### src/rtl/irq_nest_pkg.sv
package irq_nest_pkg;
  // Strobes passed from control to datapath
  typedef struct packed {
    logic capture;   // latch the current candidate as the presented vector
  } ctrlStrb_t;
endpackage

### src/rtl/irq_datapath.sv
module irq_datapath
  import irq_nest_pkg::*;
#(
  parameter int NUM_SRC = 9,
  parameter int IDX_W   = 4,
  parameter int LVL_W   = 2
) (
  input  logic               clk,
  input  logic               rstN,
  input  logic [NUM_SRC-1:0] reqLines,
  input  logic               enWr,
  input  logic [NUM_SRC-1:0] enData,
  input  logic               gieWr,
  input  logic               gieData,
  input  logic               hiWr,
  input  logic [NUM_SRC-1:0] hiData,
  input  logic               loWr,
  input  logic [NUM_SRC-1:0] loData,
  input  logic               ceilValid,
  input  logic [LVL_W-1:0]   ceilLvl,
  input  ctrlStrb_t          strb,
  output logic               candValid,
  output logic [IDX_W-1:0]   candIdx,
  output logic [LVL_W-1:0]   candLvl,
  output logic [IDX_W-1:0]   vecIdx
);
  logic [NUM_SRC-1:0] enMask, prioHi, prioLo, elig;
  logic               gie;
  logic [LVL_W-1:0]   srcLvl [NUM_SRC];

  always_ff @(posedge clk) begin
    if (!rstN) begin
      enMask <= '0;
      prioHi <= '0;
      prioLo <= '0;
      gie    <= 1'b0;
      vecIdx <= '0;
    end else begin
      if (enWr)  enMask <= enData;
      if (hiWr)  prioHi <= hiData;
      if (loWr)  prioLo <= loData;
      if (gieWr) gie    <= gieData;
      if (strb.capture) vecIdx <= candIdx;
    end
  end

  // Per-source level and eligibility against the nesting ceiling
  for (genvar i = 0; i < NUM_SRC; i++) begin : g_src
    assign srcLvl[i] = {prioHi[i], prioLo[i]};
    assign elig[i]   = gie && enMask[i] && reqLines[i] &&
                       (!ceilValid || (srcLvl[i] > ceilLvl));
  end

  // Highest level wins; descending scan with >= lets low index win ties
  always_comb begin
    candValid = 1'b0;
    candIdx   = '0;
    candLvl   = '0;
    for (int i = NUM_SRC - 1; i >= 0; i--) begin
      if (elig[i] && (!candValid || (srcLvl[i] >= candLvl))) begin
        candValid = 1'b1;
        candIdx   = IDX_W'(i);
        candLvl   = srcLvl[i];
      end
    end
  end
endmodule

### src/rtl/irq_control.sv
module irq_control
  import irq_nest_pkg::*;
#(
  parameter int LVL_W   = 2,
  parameter int NUM_LVL = 4
) (
  input  logic               clk,
  input  logic               rstN,
  input  logic               instrBoundary,
  input  logic               retStrobe,
  input  logic               candValid,
  input  logic [LVL_W-1:0]   candLvl,
  output logic               ceilValid,
  output logic [LVL_W-1:0]   ceilLvl,
  output ctrlStrb_t          strb,
  output logic               takeIrq,
  output logic [NUM_LVL-1:0] inService
);
  logic               takeNow;
  logic [NUM_LVL-1:0] setMask, clrMask;

  // Highest active level forms the preemption ceiling
  always_comb begin
    ceilLvl = '0;
    for (int l = 0; l < NUM_LVL; l++) begin
      if (inService[l]) ceilLvl = LVL_W'(l);
    end
  end
  assign ceilValid = |inService;

  assign takeNow     = instrBoundary && candValid;
  assign strb.capture = takeNow;
  assign setMask     = takeNow ? (NUM_LVL'(1) << candLvl) : '0;
  assign clrMask     = (retStrobe && ceilValid) ? (NUM_LVL'(1) << ceilLvl) : '0;

  always_ff @(posedge clk) begin
    if (!rstN) begin
      inService <= '0;
      takeIrq   <= 1'b0;
    end else begin
      inService <= (inService & ~clrMask) | setMask;
      takeIrq   <= takeNow;
    end
  end
endmodule

### src/rtl/irq_nest_ctrl.sv
module irq_nest_ctrl
  import irq_nest_pkg::*;
#(
  parameter int NUM_SRC = 9,
  parameter int NUM_LVL = 4,
  localparam int IDX_W  = (NUM_SRC > 1) ? $clog2(NUM_SRC) : 1,
  localparam int LVL_W  = $clog2(NUM_LVL)
) (
  input  logic               clk,
  input  logic               rstN,
  input  logic [NUM_SRC-1:0] reqLines,
  input  logic               enWr,
  input  logic [NUM_SRC-1:0] enData,
  input  logic               gieWr,
  input  logic               gieData,
  input  logic               hiWr,
  input  logic [NUM_SRC-1:0] hiData,
  input  logic               loWr,
  input  logic [NUM_SRC-1:0] loData,
  input  logic               instrBoundary,
  input  logic               retStrobe,
  output logic               takeIrq,
  output logic [IDX_W-1:0]   vecIdx,
  output logic [NUM_LVL-1:0] inService
);
  ctrlStrb_t        strb;
  logic             candValid, ceilValid;
  logic [IDX_W-1:0] candIdx;
  logic [LVL_W-1:0] candLvl, ceilLvl;

  irq_datapath #(.NUM_SRC(NUM_SRC), .IDX_W(IDX_W), .LVL_W(LVL_W)) u_dp (
    .clk(clk), .rstN(rstN), .reqLines(reqLines),
    .enWr(enWr), .enData(enData), .gieWr(gieWr), .gieData(gieData),
    .hiWr(hiWr), .hiData(hiData), .loWr(loWr), .loData(loData),
    .ceilValid(ceilValid), .ceilLvl(ceilLvl), .strb(strb),
    .candValid(candValid), .candIdx(candIdx), .candLvl(candLvl),
    .vecIdx(vecIdx)
  );

  irq_control #(.LVL_W(LVL_W), .NUM_LVL(NUM_LVL)) u_ctl (
    .clk(clk), .rstN(rstN), .instrBoundary(instrBoundary),
    .retStrobe(retStrobe), .candValid(candValid), .candLvl(candLvl),
    .ceilValid(ceilValid), .ceilLvl(ceilLvl), .strb(strb),
    .takeIrq(takeIrq), .inService(inService)
  );
endmodule

### config.mk
export PLATFORM = sky130hd
export DESIGN_NAME = irq_nest_ctrl
export DESIGN_NICKNAME = d
export VERILOG_FILES = /design/src/rtl/irq_nest_pkg.sv /design/src/rtl/irq_datapath.sv /design/src/rtl/irq_control.sv /design/src/rtl/irq_nest_ctrl.sv
export SDC_FILE = /design/constraint.sdc
export NUM_CORES = 1
export LEC_CHECK = 0
export BUFFER_PORTS_ARGS = -buffer_cell sky130_fd_sc_hd__buf_2
export CORE_MARGIN = 4
export CORE_UTILIZATION = 40
export CTS_CLUSTER_DIAMETER = 120
export CTS_CLUSTER_SIZE = 28
export DETAILED_ROUTE_END_ITERATION = 12
export GPL_TIMING_DRIVEN = 1
export HOLD_SLACK_MARGIN = 0.15
export PLACE_DENSITY_LB_ADDON = 0.1
export SLEW_MARGIN = 20
export SYNTH_ARGS = -nofsm -noshare
export SYNTH_HDL_FRONTEND = slang
export SYNTH_SLANG_ARGS = --single-unit
### constraint.sdc
create_clock -name clk -period 14.65 [get_ports clk]
set_input_delay 1.465 -clock clk [delete_from_list [all_inputs] [get_ports clk]]
set_output_delay 1.465 -clock clk [all_outputs]
set_load 0.03 [all_outputs]
Word level (Yosys, flattened, before mapping) --
Index checks and enable logic that the tools add are counted. W data, S select, Z words.
Word-level totals: register bits 37, input port bits 45, word-level logic and storage cells 125
Cells by class: shift-type cells 2, reduce and logical (&&, ||, !) cells 64, order comparisons 17, mux-type cells 32, bitwise operators 3
Operators by type and width (count):
- $mux W4 | 11
- $logic_and A1 B1 Y1 | 37
- $mux W2 | 11
- $gt A2 B2 Y1 | 9
- $logic_or A1 B1 Y1 | 17
- $ge A2 B2 Y1 | 8
- $mux W1 | 10
- $logic_not A1 Y1 | 9
- $shl A1 B2 Y4 const A | 2
- $and A4 B4 Y4 | 1
- $not A4 Y4 | 1
- $or A4 B4 Y4 | 1
- $reduce_or A4 Y1 | 1

Longest topological paths before layout --
Gate-level depths: netlist of run 1.
depth in word-level cells 42, depth in mapped cells 61

Hierarchy --
From an unflattened synthesis of run 1, not the netlist that was laid out.
Second synthesis, totals: cell total of the unflattened synthesis 309, area, all modules 2834.0 µm²
Modules (own cells, without submodules):
- irq_datapath | area an instance 2612.5 µm², sequential area each 640.6 µm², times used 1, cells an instance 284
- irq_control | area an instance 221.5 µm², sequential area each 100.1 µm², times used 1, cells an instance 25

Worst setup path after synthesis of run 1 --
Ideal clock, no wire load.
path kind flip-flop to flip-flop, start reg u_ctl.inService[2], end reg u_ctl.inService[2], setup time 0.059 ns, arrival time 12.140 ns, path slack 2.451 ns, required time 14.591 ns, cell stages (with the launch flop) 59, period minus slack after synthesis 12.199 ns, cell sequence dfxtp_1 nor2_1 ha_1 nor2b_1 o21ai_0 a211oi_1 ha_1 nand2b_1 a21o_1 a211o_1 a32oi_1 ha_1 a21boi_0 a311oi_2 or2_4 a31oi_4 ha_1 nand2b_1 (+23 left out) a221oi_2 mux2_4 ha_1 nand2b_1 o21a_1 and4b_1 a41o_1 a211oi_2 a2bb2oi_2 inv_2 ha_1 nand2b_1 a22o_1 nand2_1 o211a_1 a21boi_1 o41ai_2 a31o_1
Between the ends: cells in the longest elaborated chain, start to end 41
Ends and longest elaborated chain:
- start, declared | line irq_control.sv:17 | output logic [NUM_LVL-1:0] inService
- start signal, assigned | line irq_control.sv:41 | inService <= (inService & ~clrMask) | setMask;
- $mux W2 (2 in a row) | line irq_control.sv:26 | if (inService[l]) ceilLvl = LVL_W'(l);
- $gt A2 B2 Y1 | line irq_datapath.sv:51 | (!ceilValid || (srcLvl[i] > ceilLvl));
- $logic_or A1 B1 Y1 | line irq_datapath.sv:51
- $logic_and A1 B1 Y1 | line irq_datapath.sv:50 | assign elig[i] = gie && enMask[i] && reqLines[i] &&
- $mux W2 or $mux W1 (tied branches) | line irq_datapath.sv:60 | if (elig[i] && (!candValid || (srcLvl[i] >= candLvl))) begin
- $ge A2 B2 Y1 or $logic_not A1 Y1 (tied branches) | line irq_datapath.sv:60
- $logic_or A1 B1 Y1 | line irq_datapath.sv:60
- $logic_and A1 B1 Y1 | line irq_datapath.sv:60
- (+24 left out)
- $mux W2 or $mux W1 (tied branches) | line irq_datapath.sv:60
- $ge A2 B2 Y1 or $logic_not A1 Y1 (tied branches) | line irq_datapath.sv:60
- $logic_or A1 B1 Y1 | line irq_datapath.sv:60
- $logic_and A1 B1 Y1 | line irq_datapath.sv:60
- $mux W2 or $mux W1 (tied branches) | line irq_datapath.sv:60
- $shl A1 B2 Y4 or $logic_and A1 B1 Y1 (tied branches) | line irq_control.sv:33, irq_control.sv:31
- $mux W4 | line irq_control.sv:33 | assign setMask = takeNow ? (NUM_LVL'(1) << candLvl) : '0;
- $or A4 B4 Y4 (*) | line irq_control.sv:41
Every way passes the cells marked *; elsewhere a longest branch is shown, timed or not. A chain may end at the register's enable or synchronous reset.

Final worst setup path of run 1 --
start reg u_ctl.inService[1], end reg u_dp.vecIdx[2]
Between the ends: cells in the longest elaborated chain, start to end 40
Ends and longest elaborated chain:
- $mux W1 | line irq_control.sv:26
- $mux W2 (2 in a row) | line irq_control.sv:26
- $gt A2 B2 Y1 | line irq_datapath.sv:51
- $logic_or A1 B1 Y1 | line irq_datapath.sv:51
- $logic_and A1 B1 Y1 | line irq_datapath.sv:50
- $mux W2 or $mux W1 (tied branches) | line irq_datapath.sv:60
- $ge A2 B2 Y1 or $logic_not A1 Y1 (tied branches) | line irq_datapath.sv:60
- $logic_or A1 B1 Y1 | line irq_datapath.sv:60
- (+23 left out)
- $logic_or A1 B1 Y1 | line irq_datapath.sv:60
- $logic_and A1 B1 Y1 | line irq_datapath.sv:60
- $mux W2 or $mux W1 (tied branches) | line irq_datapath.sv:60
- $ge A2 B2 Y1 or $logic_not A1 Y1 (tied branches) | line irq_datapath.sv:60
- $logic_or A1 B1 Y1 | line irq_datapath.sv:60
- $logic_and A1 B1 Y1 | line irq_datapath.sv:60
- $mux W1 | line irq_datapath.sv:60
- $logic_and A1 B1 Y1 | line irq_control.sv:31 | assign takeNow = instrBoundary && candValid;
- end signal, assigned | line irq_datapath.sv:43 | if (strb.capture) vecIdx <= candIdx;
- end, declared | line irq_datapath.sv:25 | output logic [IDX_W-1:0] vecIdx
Parallel ways exist; a longest one is shown, timed or not.

==> results of run 1 <==
## through the flow
| step | worst slack [ns] | instance area [um^2] |
|---|---|---|
| after floorplan | 2.451 | 3007 |
| after global placement | 1.365 | 3368 |
| after detailed placement | 1.226 | 3368 |
| after CTS | 1.371 | 3451 |
| after global routing | 0.2476 | 3451 |
| final | 1.415 | 3451 |
## state kept, by name (all words and copies together) (netlist names)
signal,count
u_ctl.inService,4
u_dp.prioLo,9
u_ctl.takeIrq,1
u_dp.prioHi,9
u_dp.gie,1
u_dp.vecIdx,4
u_dp.enMask,9
## cell type report
type / count / area share
clock buffers: 6 / 0.02103
clock inverters: 2 / 0.002901
inverters: 21 / 0.02284
well taps: 99 / 0.03590
multi-input cells: 276 / 0.6236
repair buffers: 54 / 0.07904
flip-flops and latches: 37 / 0.2146
## how the worst min path moves through the flow
| stage | start | end | slack (ns) | cells past startpoint |
|---|---|---|---|---|
| after floorplan | u_dp.enMask[1] | u_dp.enMask[1] | 0.48 | 2 |
| after global placement | u_dp.vecIdx[1] | u_dp.vecIdx[1] | 0.46 | 2 |
| after detailed placement | u_dp.vecIdx[1] | u_dp.vecIdx[1] | 0.46 | 2 |
| after CTS | u_dp.vecIdx[1] | u_dp.vecIdx[1] | 0.47 | 2 |
| after global routing | u_dp.vecIdx[2] | u_dp.vecIdx[2] | 0.50 | 2 |
| final | u_dp.vecIdx[1] | u_dp.vecIdx[1] | 0.46 | 2 |
## critical path: cells and delay by family (launching register included)
| family | cells | cell delay [ns] |
|---|---|---|
| buffers and inverters | 2 | 0.17 |
| adder cells (fa/ha/maj) | 9 | 2.48 |
| flip-flops | 1 | 0.46 |
| AO/OA/AOI/OAI | 31 | 7.08 |
| multiplexers | 2 | 0.74 |
| AND/OR/NAND/NOR | 14 | 2.18 |
## cell usage in the layout (no fill, tap or decap), drive strengths merged, types with 6 or more instances in the layout
master and count:
a211oi 6, clkbuf 6, o21ai 13, nand2 29, a31oi 6, buf 54
a21oi 14, a21o 10, nand3 12, nor2 8, dfxtp 37, nor2b 38
mux2i 28, inv 21, nand2b 7, ha 31
## report_power, final
part           switching [W]  internal (W)  total (W)
registers         0.00000556      0.000105   0.000111
logic              0.0000234     0.0000209  0.0000443
clock network      0.0000355     0.0000330  0.0000685
## cell families after synthesis
kind of cell,Yosys count
adders and majority gates,31
buffers and inverters,30
and+or+nand+nor,112
AOI/OAI and AO/OA,103
muxes,30
DFF,37
## layer usage
metal  vias to the layer above  routed length (um)
li1                       1388                   -
met3                         8                 256
met5                         -                   0
met1                      1256                3313
met4                         0                  93
met2                        38                3976
==> metrics, run 1 <==
outcome complete, no violations; share of cells above drive strength 1 0.2096; CP Capture Type flop; die area 0.008968 mm^2; slowest library cell on the worst path a21o_1; total power 0.0002238 W; largest net degree at the start of global routing 35; Final Hold Violating Endpoints 0; later-pin clock latency in the skew report 0.29 ns; most frequent cell after synthesis nor2b_1; Worst Hold Class reg2reg; WP data required 14.84 ns; Final Skew 0.005857 ns; R2R cell count 58; clk sink count 37; CTS resizes 0; Total GRT Usage 0.1813; mapped cell area 0.003007 mm^2; Pwr per Cell Area 64.85 mW/mm^2; Vias 2,690; main combinational cell family by area after synthesis compound AO/OA/AOI/OAI gates; Static Leak 1.555 nW; final wirelength 7639 um; synth top area cells dfxtp_1 25%, ha_1 13%, mux2i_1 9.3%; TritonCTS Buffers 5; register area share after synthesis 0.2464; DRT antenna net count 0; Finished Layout Cells 495; Post-Place Cells 487; Core Area 0.007292 mm^2; Seq cells post-synth 37; CP most frequent cell ha_1; initial antenna violation count 0; DRT Pass-1 Iters 4; met1 global-route usage 0.2082; cell taking the most area after synthesis dfxtp_1; ANT cells 0; Die X 94.70 um; Port Buffers 53; maximum VDD drop 37.58 uV; total negative setup slack 0 ns; Final Util 0.4732; post-DR wirelength/cell 15.43 um; Slew Limit Headroom 0.5491; CTS Hold Bufs 0; Clock Path Buffers 2; arrival time worst endpoint 13.43 ns; aggregate global routing overflow 0; worst reg-to-reg setup slack 1.42 ns; IO Count 54; Synth Net Count 419; CP Class reg2reg; H-tree levels 2; fill count 758; Finish-stage setup viols 0; DP Wirelength 6177 um; Synth Area in Adders 0.1290; post-synth top area share 0.2464; gr busiest metal met2; post-synthesis cell count 343; Worst R2R Start u_ctl.inService[1]; area occupied by multi-input gates 0.002152 mm^2; Placer Congestion 0.8912; Final nets 471; Initial DRC Count 77; synth warn 0; ys flop type dfxtp_1; syn avg cell area 8.766 um^2; Worst setup startpoint u_ctl.inService[1]; Synth Area in Compound Gates 0.2780; slowest stage delay, CP 0.47 ns; Post-CTS Setup Bufs 0; register area 740.7 um^2; Max Cap Viol 0; Post-Synth XOR/XNOR Area 0; starting density of the core 0.4123; Site Rows 31; first-pass GRT wire length 12,740 um; Vias/cell 5.434; Synth Area in Simple Gates 0.2068; crit-path max FO 9; end of the worst register-to-register path u_dp.vecIdx[2]; CTS Root Cell clkbuf_8; Slew Limit Fails 0; vias in the first global route 2,693; hold_ws 0.4639 ns; mux contribution to synthesized area 0.1020; Final Cycle Share 0.9034; worst setup path endpoint u_dp.vecIdx[2]; CTS tree done; Layout area overhead 14.77%; Unique masters post-synth 65; met3 usage 0.03426; EDFF count, synth 0; RSZ-0062 raised after global routing false; drt drc 0; fmax 75.56 MHz; Vert. Die Dim 94.70 um; worst slew pin tran 0.6713 ns; Async SR Flop Fraction 0; Post-synth top cells 38 x nor2b_1, 37 x dfxtp_1, 31 x ha_1; GR Layer Usage met2 0.3388; Clock Pin Slew Worst Setup and Hold Paths 0.07 ns; Period minus WS final 13.24 ns; startpoint class of the critical path flop
Power figures use the tool's default switching activity.
==> run 2, diff against run 1 <==
--- a/config.mk
+++ b/config.mk
@@ -6,8 +6,7 @@
 export NUM_CORES = 1
 export LEC_CHECK = 0
 export BUFFER_PORTS_ARGS = -buffer_cell sky130_fd_sc_hd__buf_2
-export CORE_MARGIN = 4
-export CORE_UTILIZATION = 40
+export CORE_UTILIZATION = 43
 export CTS_CLUSTER_DIAMETER = 120
 export CTS_CLUSTER_SIZE = 28
 export DETAILED_ROUTE_END_ITERATION = 12
==> metrics, run 2 (synthesized netlist as in run 1, its figures left out) <==
Pwr per Cell Area 75.33 mW/mm^2; Period minus WS final 13.36 ns; CP Capture Type flop; CP most frequent cell ha_1; Total GRT Usage 0.2182; PnR worst setup slack 1.291 ns; Final Skew 0.007186 ns; DP Wirelength 6036 um; Worst setup startpoint u_ctl.inService[1]; maximum VDD drop 41.18 uV; initial antenna violation count 0; H-tree levels 2; starting density of the core 0.4450; commonest non-fill, non-tap cell in the layout buf_2; share of cells above drive strength 1 0.2121; largest net degree at the start of global routing 35; Slew Limit Fails 0; Layout area overhead 15.69%; area occupied by multi-input gates 0.002152 mm^2; worst slew pin tran 0.6675 ns; clock share of power 0.408; CTS tree done; Switching Share 0.2599; clk sink count 37; IO Count 54; CTS resizes 0; WP data required 14.86 ns; Int Pwr 0.0001939 W; Placement Setup Slack 1.142 ns; Worst Hold Class reg2reg; Max Cap Viol 0; CP Class reg2reg; later-pin clock latency in the skew report 0.30 ns; first-pass GRT wire length 12,590 um; Slew Limit Headroom 0.5516; Final Cycle Share 0.9119; Placer Congestion 0.8609; top flop regs u_dp.enMask (9), u_dp.prioHi (9), u_dp.prioLo (9); CTS Hold Bufs 0; Vert. Die Dim 85.62 um; crit-path max FO 9; Post-CTS Setup Bufs 0; Vias 2,749; DRT Pass-1 Iters 4; Clock Pin Slew Worst Setup and Hold Paths 0.08 ns; final wirelength 7561 um; post-DR wirelength/cell 15.88 um; Final nets 471; slowest stage delay, CP 0.49 ns; register area 740.7 um^2; aggregate global routing overflow 0; Net Switching 0.00006811 W; Die X 85.62 um; die area 0.007331 mm^2; sequential share of power 0.424; Initial DRC Count 104; Gate power share 0.168; Clock Path Buffers 2; DRT antenna net count 0; Core Area 0.006756 mm^2; arrival time worst endpoint 13.57 ns; Port Buffers 53; most frequent cells in the layout 53 x buf_2, 38 x nor2b_1, 37 x dfxtp_1, 31 x ha_1; Final Hold Violating Endpoints 0; RSZ-0062 raised after global routing false; Final Util 0.5148; Finish-stage setup viols 0; fill count 668; ANT cells 0; startpoint class of the critical path flop; TritonCTS Buffers 5; CTS Root Cell clkbuf_8; outcome complete, no violations; fmax 74.86 MHz; Static Leak 1.578 nW; vias in the first global route 2,675; slowest library cell on the worst path dfxtp_1; total negative setup slack 0 ns; Site Rows 30; drt drc 0; Worst R2R Start u_ctl.inService[1]; hold_sp u_dp.vecIdx[1]; Vias/cell 5.775
-- run 2: worst paths after layout --
kind                    endpoint  slack, ns  cells after the start
hold / removal    u_dp.vecIdx[1]       0.46                      2
setup / recovery  u_dp.vecIdx[2]       1.29                     58
hold reg to reg   u_dp.vecIdx[1]       0.46                      2
setup reg to reg  u_dp.vecIdx[2]       1.29                     58
-- run 2: layer usage --
layer / global-route usage / vias up / share of wire
li1: - / 1383 / -
met1: 0.2551 / 1294 / 0.45
met2: 0.3927 / 52 / 0.49
met3: 0.03369 / 20 / 0.024
met4: 0.09697 / 0 / 0.035
met5: 0 / - / 0
-- run 2: power by group through the flow --
stage	sequential, W	clock, W	combinational, W
5_1_grt	0.000112	0.000113	0.0000504
2_1_floorplan	0.000112	0	0.0000311
3_5_place_dp	0.000113	0	0.0000441
6_report	0.000111	0.000107	0.0000441
4_1_cts	0.000111	0.000108	0.0000443
3_3_place_gp	0.000113	0	0.0000429
-- run 2: cell type report --
cell class                 count  area share
clock buffer                   5     0.01978
inverter                      21     0.02266
timing repair buffer          54     0.07842
sequential                    37      0.2129
tap                           80     0.02878
clock inverter                 3     0.01871
multi-input combinational    276      0.6187
-- run 2: worst max-delay path: cells and delay by family (launching register included) --
family          cells  cell delay, ns
compound gates     31            7.13
fa+ha+maj           9            2.44
simple gates       15            2.37
mux                 2            0.73
flops               1            0.49
buf+inv             1            0.09
-- run 2: stage by stage --
step / hold WS, ns / instance area (um^2) / instances / power (W)
after floorplan: 0.4822 / 3007 / 343 / 0.0001428
after global placement: 0.4468 / 3344 / 468 / 0.0001563
after detailed placement: 0.4476 / 3344 / 468 / 0.0001576
after CTS: 0.4622 / 3478 / 476 / 0.0002636
after global routing: 0.4754 / 3478 / 476 / 0.0002749
final: 0.4562 / 3478 / 476 / 0.0002620
==> run 3, diff against run 2 <==
--- a/config.mk
+++ b/config.mk
@@ -5,14 +5,16 @@
 export SDC_FILE = /design/constraint.sdc
 export NUM_CORES = 1
 export LEC_CHECK = 0
-export BUFFER_PORTS_ARGS = -buffer_cell sky130_fd_sc_hd__buf_2
+export CORE_MARGIN = 2
 export CORE_UTILIZATION = 43
 export CTS_CLUSTER_DIAMETER = 120
 export CTS_CLUSTER_SIZE = 28
 export DETAILED_ROUTE_END_ITERATION = 12
+export DONT_BUFFER_PORTS = 1
 export GPL_TIMING_DRIVEN = 1
 export HOLD_SLACK_MARGIN = 0.15
 export PLACE_DENSITY_LB_ADDON = 0.1
+export SKIP_LAST_GASP = 1
 export SLEW_MARGIN = 20
 export SYNTH_ARGS = -nofsm -noshare
 export SYNTH_HDL_FRONTEND = slang
==> metrics, run 3 (synthesized netlist as in run 1, its figures left out) <==
outcome complete, no violations; Site Rows 30; Final Cycle Share 0.9156; vias in the first global route 2,463; initial antenna violation count 0; startpoint class of the critical path flop; Static Leak 1.341 nW; Post-Place Cells 431; worst slew pin tran 0.6353 ns; Post-CTS Setup Bufs 0; Clock Pin Slew Worst Setup and Hold Paths 0.07 ns; Finish-stage setup viols 0; RSZ-0062 raised after global routing false; Die X 87.62 um; Core Area 0.006794 mm^2; final wirelength 7142 um; IO Count 54; Final Hold Violating Endpoints 0; first-pass GRT wire length 11,810 um; Port Buffers 0; Period minus WS final 13.41 ns; H-tree levels 2; Pwr per Cell Area 70.04 mW/mm^2; R2R cell count 59; DRT antenna net count 0; Initial DRC Count 81; maximum VDD drop 29.57 uV; Worst R2R Start u_ctl.inService[2]; ANT cells 0; Vias 2,481; Max Cap Viol 0; Layout area overhead 6.450%; most frequent cells in the layout 38 x nor2b_1, 37 x dfxtp_1, 31 x ha_1, 28 x nand2_1, 28 x mux2i_1; TritonCTS Buffers 5; DRT Pass-1 Iters 4; Placer Congestion 0.9152; final instance area 0.003201 mm^2; Vias/cell 5.651; slowest stage delay, CP 0.64 ns; drt drc 0; Slew Limit Headroom 0.5733; later-pin clock latency in the skew report 0.29 ns; placed cell area 0.003099 mm^2; top flop regs u_dp.enMask (9), u_dp.prioHi (9), u_dp.prioLo (9); total negative setup slack 0 ns; CTS Root Cell clkbuf_8; DP Wirelength 5783 um; Worst Hold Class reg2reg; hold_sp u_dp.prioLo[8]; starting density of the core 0.4425; CP most frequent cell ha_1; WHS Endpoint u_dp.prioLo[8]; CP Capture Type flop; share of cells above drive strength 1 0.09038; CP Class reg2reg; die area 0.007677 mm^2; CTS Hold Bufs 0; commonest non-fill, non-tap cell in the layout nor2b_1; end of the worst register-to-register path u_dp.vecIdx[2]; WP data required 14.85 ns; slowest library cell on the worst path dfxtp_1; Total GRT Usage 0.1965; largest net degree at the start of global routing 35; Final Skew 0.004878 ns; Vert. Die Dim 87.62 um; Final nets 418; arrival time worst endpoint 13.62 ns; CTS tree done; Slew Limit Fails 0; crit-path max FO 9; aggregate global routing overflow 0; WHS Path Cells 2; worst reg-to-reg setup slack 1.24 ns; Clock Path Buffers 2; CTS resizes 0; post-DR wirelength/cell 16.27 um; clk sink count 37; fmax 74.55 MHz; Finished Layout Cells 439
==> run 3: report_power, final <==
group / switching [W] / internal [W] / leakage [nW]
sequential: 0.00000619 / 0.000105 / 0.304
combinational: 0.0000170 / 0.0000167 / 0.983
clock: 0.0000362 / 0.0000425 / 0.0542
total: 0.0000595 / 0.000165 / 1.34
==> run 3: metal layers <==
metal / vias up / part of all wire / track usage
met5: - / 0 / 0
met4: 0 / 0.018 / 0.06434
met3: 10 / 0.041 / 0.03676
met2: 46 / 0.52 / 0.3554
met1: 1149 / 0.43 / 0.2327
li1: 1276 / - / -
==> run 3: how the worst max path moves through the flow <==
stage / startpoint / to / slack, ns / depth (start not counted)
6_report: u_ctl.inService[2] / u_dp.vecIdx[2] / 1.24 / 59
5_1_grt: u_ctl.inService[2] / u_dp.vecIdx[2] / 0.33 / 59
4_1_cts: u_ctl.inService[1] / u_dp.vecIdx[2] / 1.20 / 58
3_5_place_dp: u_ctl.inService[1] / u_dp.vecIdx[2] / 1.24 / 58
3_3_place_gp: u_ctl.inService[2] / u_ctl.inService[1] / 1.35 / 59
2_1_floorplan: u_ctl.inService[2] / u_ctl.inService[2] / 2.45 / 58
==> run 3: critical path: cells and delay by family (launching register included) <==
kind            cells  cell delay, ns
simple gates       15            2.35
fa+ha+maj           9            2.46
mux                 2            0.74
flops               1            0.64
compound gates     31            6.96
buf+inv             2            0.17
==> run 3: metrics by stage <==
stage	hold WS, ns	power [W]	utilization	setup WS, ns
6_report	0.5191	0.0002242	0.4711	1.237
5_1_grt	0.5503	0.0002377	0.4711	0.3308
4_1_cts	0.5222	0.0002282	0.4711	1.197
3_5_place_dp	0.5039	0.0001481	0.4562	1.238
3_3_place_gp	0.4953	0.0001473	0.4562	1.353
2_1_floorplan	0.4822	0.0001428	-	2.451
==> run 3: area by class of cell <==
cell class | count | area [um^2]
sequential | 37 | 740.7
fill | 683 | 3593
clock inverter | 1 | 5.005
tap | 96 | 120.1
clock buffer | 7 | 96.34
timing repair buffer | 1 | 7.507
inverter | 21 | 78.83
multi-input combinational | 276 | 2152
